## src/rtl/blkrd_pkg.sv

```systemverilog
package blkrd_pkg;

    localparam int BYTE_W = 8;
    localparam int CODE_W = 5;
    localparam logic [BYTE_W-1:0] FILL_BYTE   = 8'hFF;
    localparam logic [BYTE_W-1:0] START_TOKEN = 8'hFE;

    typedef enum logic [1:0] {
        PH_IDLE,
        PH_WAIT_RESP,
        PH_WAIT_TOKEN
    } phase_e;

    typedef enum logic [1:0] {
        TK_FILL,
        TK_START,
        TK_ERROR,
        TK_BAD
    } tok_kind_e;

    typedef struct packed {
        logic             resp_ok;
        logic             resp_flags;
        tok_kind_e        kind;
        logic [CODE_W-1:0] code;
    } byte_class_t;

    function automatic tok_kind_e kind_of(input logic [BYTE_W-1:0] b);
        if (b == FILL_BYTE)
            return TK_FILL;
        else if (b == START_TOKEN)
            return TK_START;
        else if (b[BYTE_W-1:CODE_W] == '0 && b[CODE_W-1:0] != '0)
            return TK_ERROR;
        else
            return TK_BAD;
    endfunction

endpackage

```

## src/rtl/blkrd_classify.sv

```systemverilog
module blkrd_classify
    import blkrd_pkg::*;
(
    input  logic [BYTE_W-1:0] byte_i,
    output byte_class_t       cls_o
);
    always_comb begin
        cls_o.resp_ok    = ~byte_i[BYTE_W-1];
        cls_o.resp_flags = |byte_i[BYTE_W-2:0];
        cls_o.kind       = kind_of(byte_i);
        cls_o.code       = byte_i[CODE_W-1:0];
    end
endmodule

```

## src/rtl/blkrd_waitcnt.sv

```systemverilog
module blkrd_waitcnt #(
    parameter int LIMIT = 64
) (
    input  logic clk,
    input  logic rst,
    input  logic clr_i,
    input  logic inc_i,
    output logic hit_o
);
    localparam int CW = $clog2(LIMIT + 1);
    localparam logic [CW-1:0] LAST = CW'(LIMIT - 1);

    logic [CW-1:0] cnt_q;

    always_ff @(posedge clk) begin
        if (rst || clr_i)
            cnt_q <= '0;
        else if (inc_i)
            cnt_q <= cnt_q + 1'b1;
    end

    assign hit_o = inc_i && (cnt_q == LAST);
endmodule

```

## src/rtl/blkrd_token_det.sv

```systemverilog
module blkrd_token_det
    import blkrd_pkg::*;
#(
    parameter int WAIT_LIMIT = 64
) (
    input  logic        clk,
    input  logic        rst,
    input  logic        start_i,
    input  logic        rx_valid_i,
    input  logic [7:0]  rx_byte_i,
    output logic        r1_valid_o,
    output logic [7:0]  r1_o,
    output logic        data_start_o,
    output logic        err_valid_o,
    output logic [4:0]  err_code_o,
    output logic        proto_err_o,
    output logic        timeout_o
);
    phase_e      phase_q;
    byte_class_t cls;
    logic        take;
    logic        cnt_clr;
    logic        cnt_inc;
    logic        cnt_hit;

    blkrd_classify u_cls (
        .byte_i (rx_byte_i),
        .cls_o  (cls)
    );

    assign take    = rx_valid_i && !start_i;
    assign cnt_clr = start_i || (take && phase_q == PH_WAIT_RESP && cls.resp_ok);
    assign cnt_inc = take && ((phase_q == PH_WAIT_RESP && !cls.resp_ok) ||
                              (phase_q == PH_WAIT_TOKEN && cls.kind == TK_FILL));

    blkrd_waitcnt #(.LIMIT(WAIT_LIMIT)) u_cnt (
        .clk   (clk),
        .rst   (rst),
        .clr_i (cnt_clr),
        .inc_i (cnt_inc),
        .hit_o (cnt_hit)
    );

    always_ff @(posedge clk) begin
        if (rst) begin
            phase_q      <= PH_IDLE;
            r1_valid_o   <= 1'b0;
            r1_o         <= '0;
            data_start_o <= 1'b0;
            err_valid_o  <= 1'b0;
            err_code_o   <= '0;
            proto_err_o  <= 1'b0;
            timeout_o    <= 1'b0;
        end else begin
            r1_valid_o   <= 1'b0;
            data_start_o <= 1'b0;
            err_valid_o  <= 1'b0;
            proto_err_o  <= 1'b0;
            timeout_o    <= 1'b0;
            if (start_i) begin
                phase_q <= PH_WAIT_RESP;
            end else if (rx_valid_i) begin
                case (phase_q)
                    PH_WAIT_RESP: begin
                        if (cls.resp_ok) begin
                            r1_valid_o <= 1'b1;
                            r1_o       <= rx_byte_i;
                            phase_q    <= cls.resp_flags ? PH_IDLE : PH_WAIT_TOKEN;
                        end else if (cnt_hit) begin
                            timeout_o <= 1'b1;
                            phase_q   <= PH_IDLE;
                        end
                    end
                    PH_WAIT_TOKEN: begin
                        case (cls.kind)
                            TK_FILL: begin
                                if (cnt_hit) begin
                                    timeout_o <= 1'b1;
                                    phase_q   <= PH_IDLE;
                                end
                            end
                            TK_START: begin
                                data_start_o <= 1'b1;
                                phase_q      <= PH_IDLE;
                            end
                            TK_ERROR: begin
                                err_valid_o <= 1'b1;
                                err_code_o  <= cls.code;
                                phase_q     <= PH_IDLE;
                            end
                            default: begin
                                proto_err_o <= 1'b1;
                                phase_q     <= PH_IDLE;
                            end
                        endcase
                    end
                    default: phase_q <= PH_IDLE;
                endcase
            end
        end
    end
endmodule

```

## config.mk

```make
export PLATFORM = sky130hd
export DESIGN_NAME = blkrd_token_det
export DESIGN_NICKNAME = d
export VERILOG_FILES = /design/src/rtl/blkrd_pkg.sv /design/src/rtl/blkrd_classify.sv /design/src/rtl/blkrd_waitcnt.sv /design/src/rtl/blkrd_token_det.sv
export SDC_FILE = /design/constraint.sdc
export NUM_CORES = 1
export LEC_CHECK = 0
export ABC_AREA = 1
export ABC_CLOCK_PERIOD_IN_PS = 1400
export CAP_MARGIN = 15
export CORE_UTILIZATION = 40
export DETAILED_ROUTE_END_ITERATION = 8
export PLACE_DENSITY = 0.73
export SLEW_MARGIN = 20
export SYNTH_ARGS = -nofsm -noshare
export SYNTH_HDL_FRONTEND = slang
export SYNTH_SLANG_ARGS = --single-unit
```

## constraint.sdc

```tcl
create_clock -name clk -period 1.4 [get_ports clk]
set_input_delay 0.28 -clock clk [delete_from_list [all_inputs] [get_ports clk]]
set_output_delay 0.28 -clock clk [all_outputs]
set_load 0.01 [all_outputs]
```

---- Word-level counts from Yosys, hierarchy flattened ----
Cells that the tools add are included.
storage, ports and cells
  register bits ........................... 26
  input port bits ......................... 12
  output and inout port bits .............. 18
  word-level logic and storage cells ...... 65
cells by class
  add/subtract/negate cells ............... 1
  equality and inequality tests ........... 7
  muxes and demuxes ....................... 18
  bitwise gates (word level) .............. 5
  reduce and logical (&&, ||, !) cells .... 24
operators with widths
  cell                   number
  $eq A8 B8 Y1 const B   2
  $mux W2                6
  $mux W1                10
  $logic_and A1 B1 Y1    8
  $reduce_and A4 Y1      2
  $reduce_or A4 Y1       2
  $add A7 B1 Y7 const B  1
  $eq A7 B6 Y1 const B   1
  $reduce_or A7 Y1       1
  $reduce_or A3 Y1       2
  $not A1 Y1             5
  $reduce_bool A5 Y1     1
  $eq A2 B1 Y1 const B   2
  $eq A2 B2 Y1 const B   2
  $pmux W2 S2            1
  $logic_not A3 Y1       1
  $logic_or A1 B1 Y1     3
  $logic_not A2 Y1       1
  $pmux W1 S2            1
  $reduce_bool A2 Y1     1
  $reduce_or A2 Y1       1
  $logic_not A1 Y1       1

---- Logic depth before layout (Yosys ltp) ----
  depth in word-level cells ............... 15
  depth in mapped cells ................... 9
  mapped depth without buffers ............ 9

---- Cells and area by module ----
Synthesis repeated with hierarchy kept, for this count alone.
unflattened totals
  cells, all modules ...................... 175
  area total of the unflattened synthesis .. 1,277.5 µm²
modules (own cells, without submodules)
  module           times used  cells each  area an instance (µm²)  sequential area each (µm²)
  blkrd_token_det  1           104         819.5                   400.4
  blkrd_waitcnt    1           47          336.6                   140.1
  blkrd_classify   1           24          121.4                   0.0

---- Worst setup path after synthesis ----
OpenSTA, ideal clock, no wires.
  path kind ............................... register to register
  start point ............................. register u_cnt.cnt_q[0]
  end point ............................... register phase_q[1]
  library setup time ...................... 0.112 ns
  arrival time ............................ 1.213 ns
  required time ........................... 1.288 ns
  slack ................................... 0.075 ns
  stages on the path, launching flop included .. 9
  buffers on the path ..................... 0
  clock period less this slack ............ 1.325 ns
  cells stage by stage .................... dfxtp_1 -> ha_1 -> nand2_1 -> nor3_1 -> nand4_2 -> nand2_1 -> nand2_1 -> nand2_1 -> nand2_1
on the way
  longest elaborated chain between the ends .. 5
  elaborated cells on any way between the ends .. 6
  classes of those cells .................. eq/ne: 1; mux: 4; reduce/logical: 1
ends and longest elaborated chain
  element                            line                   source
  start, declared                    blkrd_waitcnt.sv:13    logic [CW-1:0] cnt_q;
  start signal, assigned             blkrd_waitcnt.sv:19    cnt_q <= cnt_q + 1'b1;
  $eq A7 B6 Y1 (*)                   blkrd_waitcnt.sv:22    assign hit_o = inc_i && (cnt_q == LAST);
  $logic_and A1 B1 Y1 (*)            blkrd_waitcnt.sv:22
  $mux W2 (*)                        -
  $mux W2, on equally long branches  -
  $pmux W2 S2 (*)                    -
  end signal, assigned               blkrd_token_det.sv:68  phase_q <= cls.resp_flags ? PH_IDLE : PH_WAIT_TOKEN;
  end, declared                      blkrd_token_det.sv:19  phase_e phase_q;
Mark *: on every way between the ends. The rest lies on a longest branch, timed or not.
A chain may end at the register's enable or synchronous reset.

---- Final worst setup path ----
  start point ............................. input port rx_byte_i[0]
  end point ............................... register err_code_o[2]
on the way
  longest elaborated chain between the ends .. 7
  elaborated cells on any way between the ends .. 9
  classes of those cells .................. eq/ne: 3; mux: 3; reduce/logical: 3
ends and longest elaborated chain
  element                                 line                   source
  start, declared                         blkrd_token_det.sv:10  input logic [7:0] rx_byte_i,
  $reduce_bool A5 Y1                      blkrd_pkg.sv:33        else if (b[BYTE_W-1:CODE_W] == '0 && b[CODE_W-1:0] != '0)
  $logic_and A1 B1 Y1                     blkrd_pkg.sv:33
  $mux W1                                 blkrd_pkg.sv:33
  $mux W2                                 blkrd_pkg.sv:31        else if (b == START_TOKEN)
  $mux W2 (*)                             blkrd_pkg.sv:29        if (b == FILL_BYTE)
  $eq A2 B2 Y1 (*)                        blkrd_token_det.sv:75  case (cls.kind)
  $reduce_and A4 Y1 (no source line) (*)  -
  end signal, assigned                    blkrd_token_det.sv:88  err_code_o <= cls.code;
  end, declared                           blkrd_token_det.sv:15  output logic [4:0] err_code_o,
Marked as above.

==> results.sh <==
export IMPL_grt_overflow=0
export IMPL_reg2reg_depth=7
export IMPL_ys_seq_area_share_pct=42.1
export IMPL_initial_core_util_pct=43.4
export IMPL_power_density_nw_per_um2=784
export IMPL_status="finished with violations"
export IMPL_grt_max_degree=16
export IMPL_setup_violations=0
export IMPL_synth_nets=175
export IMPL_gp_congestion=0.832
export IMPL_synth_cell_types=28
export IMPL_final_cell_mix="nand2_1 (31), dfxtp_1 (21), buf_4 (21)"
export IMPL_io_pins=30
export IMPL_place_inst=236
export IMPL_fin_worst_skew_ns=0.00608
export IMPL_antenna_found_initial=0
export IMPL_drc_errors=4
export IMPL_clock_fmax_mhz=745
export IMPL_dp_hpwl_mm=2.19
export IMPL_vias_per_cell=4.98
export IMPL_tritoncts="done"
export IMPL_post_route_util_pct=64.9
export IMPL_cp_max_fo=5
export IMPL_drt_first_iter_violations=68
export IMPL_irDropWorstVdd_v=0.000660
export IMPL_hold_buffers=0
export IMPL_cts_num_sinks=26
export IMPL_grt_use_total_pct=19.3
export IMPL_final_area_um2=1850
export IMPL_detail_route_first_pass_iterations=6
export IMPL_synth_area_per_cell_um2=7.73
export IMPL_area_growth_pct=49.6
export IMPL_holdPathStages=3
export IMPL_fin_crit_sh_pct=95.9
export IMPL_syn_instance_count=160
export IMPL_synth_seq_cells=26
export IMPL_grt_pass1_vias=1129
export IMPL_synth_area_um2=1240
export IMPL_n_fill_cell=229
export IMPL_nets=229
export IMPL_core_area_um2=2850
export IMPL_wl_mm=3.10
export IMPL_critPathKind="primary input to register"
export IMPL_cts_buffers=3
export IMPL_min_period_ns=1.34
export IMPL_antenna_cells=0
export IMPL_dpl_cell_area_um2=1690
export IMPL_cts_buffer_depth=2
export IMPL_cp_end_kind="register"
export IMPL_wire_per_inst_um=12.7
export IMPL_row_count=19
export IMPL_hold_violations=0
export IMPL_htree_num_levels=1
export IMPL_p_leak_nw=0.822
export IMPL_startpoint_type="primary input"
export IMPL_clock_latency_ns=0.33
export IMPL_clkTransAtPathRegs_ns=0.15
export IMPL_cts_root_buf="clkbuf_4"
export IMPL_drv_slew=0
export IMPL_worstPathArrival_ns=1.59
export IMPL_vias=1216
export IMPL_antenna_left=0
export IMPL_maxCapViolCount=0
export IMPL_dieArea_um2=3320
export IMPL_layoutNonFillerInstCount=244
export IMPL_cp_required_ns=1.65
export IMPL_hold_path_class="primary input to register"
export IMPL_port_buffers=28
export IMPL_grt_pass1_wl_mm=4.89
export IMPL_die_height_um=57.6
export IMPL_layout_commonest_cell="nand2_1"
export IMPL_drive_gt1_share_pct=29.1
export IMPL_die_w_um=57.6
export IMPL_yosysWarnings=0
export IMPL_failed_checks="DRC"
==> cell families after synthesis <==
family | count (synthesis) | share of synthesized area (%)
AOI/OAI and AO/OA | 29 | 13.2
xor gates and xnor gates | 3 | 2.12
adders and majority gates | 3 | 3.03
buffers and inverters | 25 | 8.29
DFF | 26 | 42.1
other | 1 | 0.303
and+or+nand+nor | 73 | 30.9
==> final cells by class <==
cell class	instances	area, um2	area share, %
Multi-Input combinational cell	110	704	38.0
Sequential cell	26	527	28.4
Timing Repair Buffer	50	435	23.5
Inverter	23	93.8	5.07
Tap cell	31	38.8	2.09
Clock inverter	1	30.0	1.62
Clock buffer	3	22.5	1.22
==> worst paths after layout <==
kind | start | end | slack [ns]
min reg2reg | err_code_o[4] | err_code_o[4] | 0.45
min | rx_byte_i[1] | err_code_o[1] | 0.33
max reg2reg | phase_q[0] | err_code_o[2] | 0.06
max | rx_byte_i[0] | err_code_o[2] | 0.06
==> critical path, cell delays in order <==
cell and delay (ns):
clkdlybuf4s50_1 0.43, buf_4 0.15, nor3_2 0.12, nand3_1 0.20, buf_4 0.20, nand3_2 0.12
a21oi_1 0.09
==> cell usage after synthesis <==
cell / n / area (um2)
dfxtp_1: 26 / 521
nor2_2: 1 / 6.26
nor3_4: 1 / 16.3
nor2_4: 3 / 33.8
nor3_1: 6 / 30.0
o21ai_0: 12 / 60.1
clkbuf_1: 1 / 3.75
nand2_2: 2 / 12.5
inv_1: 20 / 75.1
a211oi_1: 1 / 7.51
nand3_1: 4 / 20.0
a21oi_2: 2 / 17.5
conb_1: 1 / 3.75
inv_2: 2 / 7.51
a21oi_1: 12 / 60.1
nand4_2: 1 / 12.5
nand3_2: 2 / 20.0
a211oi_2: 1 / 12.5
a31oi_1: 1 / 6.26
clkinv_4: 1 / 8.76
ha_1: 3 / 37.5
nand3_4: 1 / 17.5
nand2_4: 2 / 22.5
nand2_1: 32 / 120
buf_4: 1 / 7.51
nor2_1: 17 / 63.8
xor2_1: 3 / 26.3
nand3b_1: 1 / 7.51
==> what timing repair did <==
action | CTS | global route
pin swaps | 1 | 2
setup buffers | 1 | 2
gates resized for setup | 24 | 25
setup endpoints to repair | 24 | 13
cloned | 1 | 0
==> flip-flops by register name (all words and copies together), names as in the netlist <==
register,cells
u_cnt.cnt_q,7
r1_o,7
timeout_o,1
err_code_o,5
data_start_o,1
phase_q,2
r1_valid_o,1
err_valid_o,1
proto_err_o,1
==> routing by layer <==
layer	track usage, %	share of wire, %	vias to the layer above
met5	0	0	-
met4	4.53	1.0	0
met3	5.36	4.7	4
met2	37.5	55	27
met1	20.2	40	566
li1	-	-	619
==> metrics by stage <==
stage                     setup TNS [ns]  hold WS [ns]  worst slack [ns]  power [W]
after floorplan                        0         0.353            0.0749   0.000831
after global placement             -4.72         0.433            -0.276   0.000922
after global routing             -0.0420         0.307           -0.0209    0.00152
after detailed placement           -5.56         0.437            -0.333   0.000926
final                                  0         0.326            0.0576    0.00145
after CTS                              0         0.455           0.00504    0.00145
==> power breakdown <==
group	switching [W]	internal, W	leakage, nW
combinational	0.0000878	0.0000811	0.582
clock	0.000239	0.000290	0.0279
sequential	0.00000524	0.000748	0.212
Power figures use the tool's default switching activity.
